**config.mk**
```make
export PLATFORM = sky130hd
export DESIGN_NAME = flash_cmd_decoder
export DESIGN_NICKNAME = d
export VERILOG_FILES = /design/src/rtl/flash_cmd_pkg.sv /design/src/rtl/fcsd_match.sv /design/src/rtl/fcsd_seq.sv /design/src/rtl/fcsd_modes.sv /design/src/rtl/flash_cmd_decoder.sv
export SDC_FILE = /design/constraint.sdc
export NUM_CORES = 1
export LEC_CHECK = 0
export BUFFER_PORTS_ARGS = -buffer_cell sky130_fd_sc_hd__buf_2
export CAP_MARGIN = 0
export CORE_AREA = 2 2 100 102
export CTS_BUF_LIST = sky130_fd_sc_hd__clkbuf_16
export DETAILED_ROUTE_END_ITERATION = 10
export DIE_AREA = 0 0 102 104
export PLACE_DENSITY_LB_ADDON = 0.12
export SYNTH_ARGS = -nofsm -noshare
export SYNTH_HDL_FRONTEND = slang
export SYNTH_SLANG_ARGS = --single-unit
```
**constraint.sdc**
```tcl
create_clock -name clk -period 3.08 [get_ports clk]
set_input_delay 0.924 -clock clk [delete_from_list [all_inputs] [get_ports clk]]
set_output_delay 0.924 -clock clk [all_outputs]
set_load 0.05 [all_outputs]
```
**src/rtl/flash_cmd_pkg.sv**
```systemverilog
package flash_cmd_pkg;

  typedef enum logic [3:0] {
    OP_NONE       = 4'd0,
    OP_PROG       = 4'd1,
    OP_CHIP_ERASE = 4'd2,
    OP_SECT_ERASE = 4'd3,
    OP_SP_ENTER   = 4'd4,
    OP_SP_PROG    = 4'd5,
    OP_LOCKDOWN   = 4'd6,
    OP_SUSPEND    = 4'd7,
    OP_RESUME     = 4'd8,
    OP_ID_ENTER   = 4'd9,
    OP_ID_EXIT    = 4'd10,
    OP_PREG_PROG  = 4'd11,
    OP_PREG_LOCK  = 4'd12
  } op_e;

  typedef enum logic [2:0] {
    S_IDLE,
    S_UNL1,
    S_UNL2,
    S_ERA80,
    S_UNL4,
    S_UNL5,
    S_PROGW,
    S_PREGW
  } seq_e;

  typedef struct packed {
    logic       at_first;   // low address bits equal 0x555
    logic       at_second;  // low address bits equal 0x2AA
    logic       at_preg;    // low address bits equal 0x080
    logic [7:0] code;       // low data byte
  } wr_dec_t;

  localparam logic [7:0] C_UNLOCK_A = 8'hAA;
  localparam logic [7:0] C_UNLOCK_B = 8'h55;
  localparam logic [7:0] C_PROG     = 8'hA0;
  localparam logic [7:0] C_ERASE    = 8'h80;
  localparam logic [7:0] C_CHIP     = 8'h10;
  localparam logic [7:0] C_SECT     = 8'h30;
  localparam logic [7:0] C_LOCK     = 8'h60;
  localparam logic [7:0] C_SUSPEND  = 8'hB0;
  localparam logic [7:0] C_RESUME   = 8'h30;
  localparam logic [7:0] C_ID_IN    = 8'h90;
  localparam logic [7:0] C_ID_OUT   = 8'hF0;
  localparam logic [7:0] C_PREG     = 8'hC0;

endpackage

```
**src/rtl/fcsd_match.sv**
```systemverilog
module fcsd_match
  import flash_cmd_pkg::*;
#(
  parameter int CMP_W = 11
) (
  input  logic [CMP_W-1:0] low_addr,
  input  logic [7:0]       low_data,
  output wr_dec_t          dec
);

  localparam logic [CMP_W-1:0] K_FIRST  = CMP_W'(16'h0555);
  localparam logic [CMP_W-1:0] K_SECOND = CMP_W'(16'h02AA);
  localparam logic [CMP_W-1:0] K_PREG   = CMP_W'(16'h0080);

  always_comb begin
    dec.at_first  = (low_addr == K_FIRST);
    dec.at_second = (low_addr == K_SECOND);
    dec.at_preg   = (low_addr == K_PREG);
    dec.code      = low_data;
  end

endmodule

```
**src/rtl/fcsd_seq.sv**
```systemverilog
module fcsd_seq
  import flash_cmd_pkg::*;
(
  input  logic    clk,
  input  logic    rst,
  input  logic    wr_fire,
  input  wr_dec_t dec,
  input  logic    erase_busy,
  input  logic    suspended,
  input  logic    sp_mode,
  output op_e     op
);

  seq_e state_q, state_d;
  logic is_start, is_second;

  always_comb begin
    is_start  = dec.at_first && (dec.code == C_UNLOCK_A);
    is_second = dec.at_second && (dec.code == C_UNLOCK_B);
    op        = OP_NONE;
    state_d   = state_q;
    if (wr_fire) begin
      unique case (state_q)
        S_IDLE: begin
          if (is_start)                                      state_d = S_UNL1;
          else if (dec.code == C_SUSPEND && erase_busy)      op = OP_SUSPEND;
          else if (dec.code == C_RESUME && suspended)        op = OP_RESUME;
          else if (dec.code == C_ID_OUT)                     op = OP_ID_EXIT;
          else if (sp_mode)                                  op = OP_SP_PROG;
        end
        S_UNL1: begin
          if (is_second)     state_d = S_UNL2;
          else if (is_start) state_d = S_UNL1;
          else               state_d = S_IDLE;
        end
        S_UNL2: begin
          state_d = S_IDLE;
          if (dec.at_first) begin
            unique case (dec.code)
              C_PROG:     state_d = S_PROGW;
              C_ERASE:    state_d = S_ERA80;
              C_PREG:     state_d = S_PREGW;
              C_UNLOCK_A: state_d = S_UNL1;
              C_ID_IN:    op = OP_ID_ENTER;
              C_ID_OUT:   op = OP_ID_EXIT;
              default:    state_d = S_IDLE;
            endcase
          end
        end
        S_ERA80: state_d = is_start ? S_UNL4 : S_IDLE;
        S_UNL4: begin
          if (is_second)     state_d = S_UNL5;
          else if (is_start) state_d = S_UNL1;
          else               state_d = S_IDLE;
        end
        S_UNL5: begin
          state_d = S_IDLE;
          if (dec.code == C_SECT)                        op = OP_SECT_ERASE;
          else if (dec.code == C_LOCK)                   op = OP_LOCKDOWN;
          else if (dec.at_first && dec.code == C_CHIP)   op = OP_CHIP_ERASE;
          else if (dec.at_first && dec.code == C_PROG)   op = OP_SP_ENTER;
          else if (is_start)                             state_d = S_UNL1;
        end
        S_PROGW: begin
          op      = OP_PROG;
          state_d = S_IDLE;
        end
        S_PREGW: begin
          op      = dec.at_preg ? OP_PREG_LOCK : OP_PREG_PROG;
          state_d = S_IDLE;
        end
        default: state_d = S_IDLE;
      endcase
    end
  end

  always_ff @(posedge clk) begin
    if (rst) state_q <= S_IDLE;
    else     state_q <= state_d;
  end

endmodule

```
**src/rtl/fcsd_modes.sv**
```systemverilog
module fcsd_modes
  import flash_cmd_pkg::*;
#(
  parameter int SECT_W = 5
) (
  input  logic                  clk,
  input  logic                  rst,
  input  op_e                   op,
  input  logic [SECT_W-1:0]     sect_idx,
  input  logic                  prot_bit,
  output logic                  id_mode,
  output logic                  sp_mode,
  output logic                  suspended,
  output logic [(1<<SECT_W)-1:0] sector_locked,
  output logic                  blockb_locked
);

  localparam int NUM_SECT = 1 << SECT_W;

  always_ff @(posedge clk) begin
    if (rst) begin
      id_mode       <= 1'b0;
      sp_mode       <= 1'b0;
      suspended     <= 1'b0;
      blockb_locked <= 1'b0;
    end else begin
      if (op == OP_ID_ENTER)                   id_mode       <= 1'b1;
      else if (op == OP_ID_EXIT)               id_mode       <= 1'b0;
      if (op == OP_SP_ENTER)                   sp_mode       <= 1'b1;
      if (op == OP_SUSPEND)                    suspended     <= 1'b1;
      else if (op == OP_RESUME)                suspended     <= 1'b0;
      if (op == OP_PREG_LOCK && !prot_bit)     blockb_locked <= 1'b1;
    end
  end

  for (genvar i = 0; i < NUM_SECT; i++) begin : g_sect
    always_ff @(posedge clk) begin
      if (rst)
        sector_locked[i] <= 1'b0;
      else if (op == OP_LOCKDOWN && sect_idx == SECT_W'(i))
        sector_locked[i] <= 1'b1;
    end
  end

endmodule

```
**src/rtl/flash_cmd_decoder.sv**
```systemverilog
module flash_cmd_decoder
  import flash_cmd_pkg::*;
#(
  parameter int ADDR_W   = 20,
  parameter int DATA_W   = 16,
  parameter int CMP_W    = 11,
  parameter int SECT_LSB = 15,
  parameter int PROT_BIT = 1
) (
  input  logic                              clk,
  input  logic                              rst,
  input  logic                              wr_valid,
  output logic                              wr_ready,
  input  logic [ADDR_W-1:0]                 wr_addr,
  input  logic [DATA_W-1:0]                 wr_data,
  input  logic                              erase_busy,
  output logic                              cmd_valid,
  output logic [3:0]                        cmd_op,
  output logic [ADDR_W-1:0]                 cmd_addr,
  output logic [DATA_W-1:0]                 cmd_data,
  output logic [1:0]                        cmd_plane,
  output logic                              id_mode,
  output logic                              sp_mode,
  output logic                              erase_suspended,
  output logic [(1<<(ADDR_W-SECT_LSB))-1:0] sector_locked,
  output logic                              blockb_locked
);

  localparam int SECT_W  = ADDR_W - SECT_LSB;
  localparam int PLANE_W = 2;

  logic    wr_fire;
  wr_dec_t dec;
  op_e     op;

  assign wr_ready = 1'b1;
  assign wr_fire  = wr_valid && wr_ready;

  fcsd_match #(.CMP_W(CMP_W)) u_match (
    .low_addr (wr_addr[CMP_W-1:0]),
    .low_data (wr_data[7:0]),
    .dec      (dec)
  );

  fcsd_seq u_seq (
    .clk        (clk),
    .rst        (rst),
    .wr_fire    (wr_fire),
    .dec        (dec),
    .erase_busy (erase_busy),
    .suspended  (erase_suspended),
    .sp_mode    (sp_mode),
    .op         (op)
  );

  fcsd_modes #(.SECT_W(SECT_W)) u_modes (
    .clk           (clk),
    .rst           (rst),
    .op            (op),
    .sect_idx      (wr_addr[ADDR_W-1:SECT_LSB]),
    .prot_bit      (wr_data[PROT_BIT]),
    .id_mode       (id_mode),
    .sp_mode       (sp_mode),
    .suspended     (erase_suspended),
    .sector_locked (sector_locked),
    .blockb_locked (blockb_locked)
  );

  always_ff @(posedge clk) begin
    if (rst) begin
      cmd_valid <= 1'b0;
      cmd_op    <= 4'd0;
      cmd_addr  <= '0;
      cmd_data  <= '0;
    end else begin
      cmd_valid <= (op != OP_NONE);
      if (op != OP_NONE) begin
        cmd_op   <= op;
        cmd_addr <= wr_addr;
        cmd_data <= wr_data;
      end
    end
  end

  assign cmd_plane = cmd_addr[ADDR_W-1 -: PLANE_W];

endmodule

```
==> impl_metrics.sql <==
INSERT INTO impl_metrics (metric_group, metric, value, unit) VALUES
('timing', 'layout_worst_path_cycle_share', '94.0', '%'),
('synthesis', 'synthesis.instances', '427', ''),
('timing', 'timing.final.setup_violations', '0', ''),
('synthesis', 'synth.cell_area', '3710', 'um2'),
('setup_path', 'cp_data_required_time', '3.34', 'ns'),
('clock_tree', 'cts-root-to-sink-buffers', '2', ''),
('grt', 'grt_max_degree', '73', ''),
('grt', 'grt_first_pass_wirelength', '16200', 'um'),
('setup_path', 'slowest_cell_delay_on_critical_path', '0.50', 'ns'),
('timing', 'worst_slew_slack_as_a_fraction_of_its_limit', '56.6', '%'),
('setup_path', 'critPathMaxFanout', '37', ''),
('setup_path', 'crit_chain', 'buf_2, or4_1, buf_4, o31ai_4, a211oi_2, a21oi_4, a21o_2, o211a_2, buf_12, mux2i_1', ''),
('routing', 'vias', '3424', ''),
('synthesis', 'ys_warn_count', '0', ''),
('routing', 'drt-initial-drc-count', '150', ''),
('setup_path', 'timing.critical_path.max_delay_family', 'compound AO/OA/AOI/OAI gates', ''),
('grt', 'gr_overflow_total', '0', ''),
('clock_tree', 'cts_setup_buffers', '0', ''),
('clock_tree', 'cts-root-buf', 'clkbuf_16', ''),
('grt', 'grt_util_all_layers', '19.1', '%'),
('final_layout', 'post_route_cells_drive_above_1_share', '35.0', '%'),
('clock_tree', 'htreeDepth', '3', ''),
('setup_path', 'end_kind', 'flip-flop', ''),
('grt', 'grt_pass1_vias', '3270', ''),
('final_layout', 'postLayoutCellArea', '4870', 'um2'),
('final_layout', 'final_core_util', '51.0', '%'),
('die', 'fp.dieArea', '10600', 'um2'),
('die', 'effective_utilization_at_floorplan', '38.8', '%'),
('synthesis', 'synth_top_area_cell', 'dfxtp_1', ''),
('synthesis', 'synth-seq-cells', '80', ''),
('die', 'fp.dieW', '102', 'um'),
('die', 'rows', '36', ''),
('timing', 'worst_slew_pin_slew', '0.651', 'ns'),
('clock_tree', 'cts_resized', '0', ''),
('setup_path', 'crit_type', 'in -> reg', ''),
('final_layout', 'num-nets-final', '607', ''),
('setup_path', 'timing.critical_path.depth', '10', ''),
('min_path', 'whs_path_depth', '2', ''),
('timing', 'setup_repair_after_global_routing_missed_its_margin', 'false', ''),
('placed_design', 'gpl.final_weighted_congestion', '0.884', ''),
('timing', 'final_hold_viol_count', '0', ''),
('pwr', 'pwr_density_cell', '466', 'nW/um2'),
('routing', 'firstDrtPassIters', '4', ''),
('pwr', 'leakage', '2.41', 'nW'),
('synthesis', 'async_reset_ff_share', '0', '%'),
('routing', 'ant_nets', '0', ''),
('placed_design', 'dp_hpwl', '7450', 'um'),
('synthesis', 'synth_enable_flop_cells', '0', ''),
('synthesis', 'avgSynthCellArea', '8.69', 'um2'),
('final_layout', 'antenna_cells', '0', ''),
('clock_tree', 'holdBufCountCts', '0', ''),
('setup_path', 'path_buf_inv', '3', ''),
('flow_run', 'cap_viol_max_count', '0', ''),
('clock_tree', 'cts_buffers', '9', ''),
('clock_tree', 'cts_tree', 'done', ''),
('routing', 'routed_wirelength', '10000', 'um'),
('synthesis', 'yosys.area.top_type_share', '43.2', '%'),
('timing', 'fmax', '0.345', 'GHz'),
('synthesis', 'post_synthesis_sequential_area_ratio', '43.2', '%'),
('routing', 'avgRoutedWirePerCell', '14.2', 'um'),
('status', 'run_status', 'complete, no violations', ''),
('placed_design', 'port_buffers', '118', ''),
('routing', 'via_per_inst', '4.86', ''),
('timing', 'post-route-min-period', '2.90', 'ns'),
('setup_path', 'slowest_stage', 'or4_1', ''),
('setup_path', 'timing.critical_path.from_type', 'primary input', ''),
('timing', 'finalMaxSlewViolations', '0', ''),
('die', 'floorplan.io_pins', '120', ''),
('routing', 'drc_errors', '0', ''),
('die', 'die_height', '104', 'um'),
('synthesis', 'ys.flop_type', 'dfxtp_1', '');
-- tightest hold or removal path: cells and delay by family (launching register included) --
family / cells / cell delay, ns
multiplexers: 1 / 0.05
AND/OR/NAND/NOR: 1 / 0.05
flip-flops: 1 / 0.30
-- cell type report --
cell class	count	area, um2	share of cell area (%)
clock inverter	7	60.1	1.23
timing repair buffer	161	926	19.0
sequential	80	1600	32.9
inverter	6	22.5	0.462
multi-input combinational	309	1870	38.4
tap	133	166	3.41
clock buffer	9	225	4.62
-- cells in the mapped netlist (all sizes together) (2+ instances only) --
cell type / instances
a32oi: 2
a41o: 2
or3: 3
nor4: 16
and3: 2
mux2i: 37
nand2b: 7
o21ai: 6
a211oi: 4
a211o: 2
nor2b: 2
nand4: 3
nand4b: 2
inv: 6
a21oi: 39
and2: 3
nor3: 9
buf: 12
a31oi: 3
nand3: 5
nor2: 53
a31o: 3
dfxtp: 80
clkbuf: 20
or4: 2
nand2: 83
nand4bb: 2
o211a: 2
nor4b: 3
-- through the flow --
stage          TNS [ns]  hold WS [ns]  power, mW  worst slack [ns]  std cells
6_report              0         0.453       2.27             0.184        705
5_1_grt               0         0.474       2.37            0.0234        705
3_3_place_gp      -4.84         0.441       1.29           -0.0934        689
4_1_cts               0         0.457       2.30             0.173        705
2_1_floorplan         0         0.583       1.20            0.0751        427
3_5_place_dp      -9.49         0.449       1.29            -0.184        689
-- state kept, by name, summed over array words and instances (netlist names) --
| register | cells |
|---|---|
| cmd_addr | 20 |
| u_modes.blockb_locked | 1 |
| u_modes.sp_mode | 1 |
| cmd_data | 16 |
| u_seq.state_q | 3 |
| cmd_valid | 1 |
| u_modes.suspended | 1 |
| cmd_op | 4 |
| u_modes.id_mode | 1 |
| u_modes.sector_locked | 32 |
-- cells in the final DEF (no fill, tap or decap), types with 3 or more instances in the layout --
cell / synthesis / routed
a21oi_1: 38 / 38
a31o_1: 3 / 3
a31oi_1: 3 / 3
and2_1: 3 / 3
buf_2: 0 / 118
buf_4: 3 / 42
clkbuf_16: 0 / 9
dfxtp_1: 80 / 80
inv_1: 6 / 5
inv_6: 0 / 4
mux2i_1: 37 / 37
nand2_1: 83 / 83
nand2b_1: 7 / 7
nand3_1: 5 / 5
nand4_1: 3 / 3
nor2_1: 53 / 53
nor3_1: 8 / 8
nor4_1: 5 / 5
nor4_2: 11 / 11
nor4b_1: 3 / 3
o21ai_0: 6 / 6
or3_1: 3 / 3
-- cell families after synthesis --
group	synth area share, %
compound gates	13.2
xor+xnor	0.236
buf+inv	6.31
flops	43.2
mux	9.99
other cells	0.101
simple gates	27.0
-- layer usage --
layer	up-vias	track usage [%]	part of all wire, %
li1	1759	-	-
met1	1553	26.9	48
met2	103	29.3	45
met3	9	4.23	6.0
met4	0	5.14	0.91
met5	-	0	0
-- final timing paths --
path	to	from	slack [ns]
worst max-delay path	cmd_data[9]	wr_data[1]	0.18
worst min-delay path	cmd_addr[8]	cmd_addr[8]	0.45
worst max register to register	cmd_data[9]	u_seq.state_q[2]	0.73
worst min register to register	cmd_addr[8]	cmd_addr[8]	0.45
-- power breakdown --
part,internal (mW),switching (mW)
Clock,0.560,0.448
Combinational,0.0746,0.138
Sequential,1.04,0.00877
No activity file was read; power rests on OpenSTA's default activity.
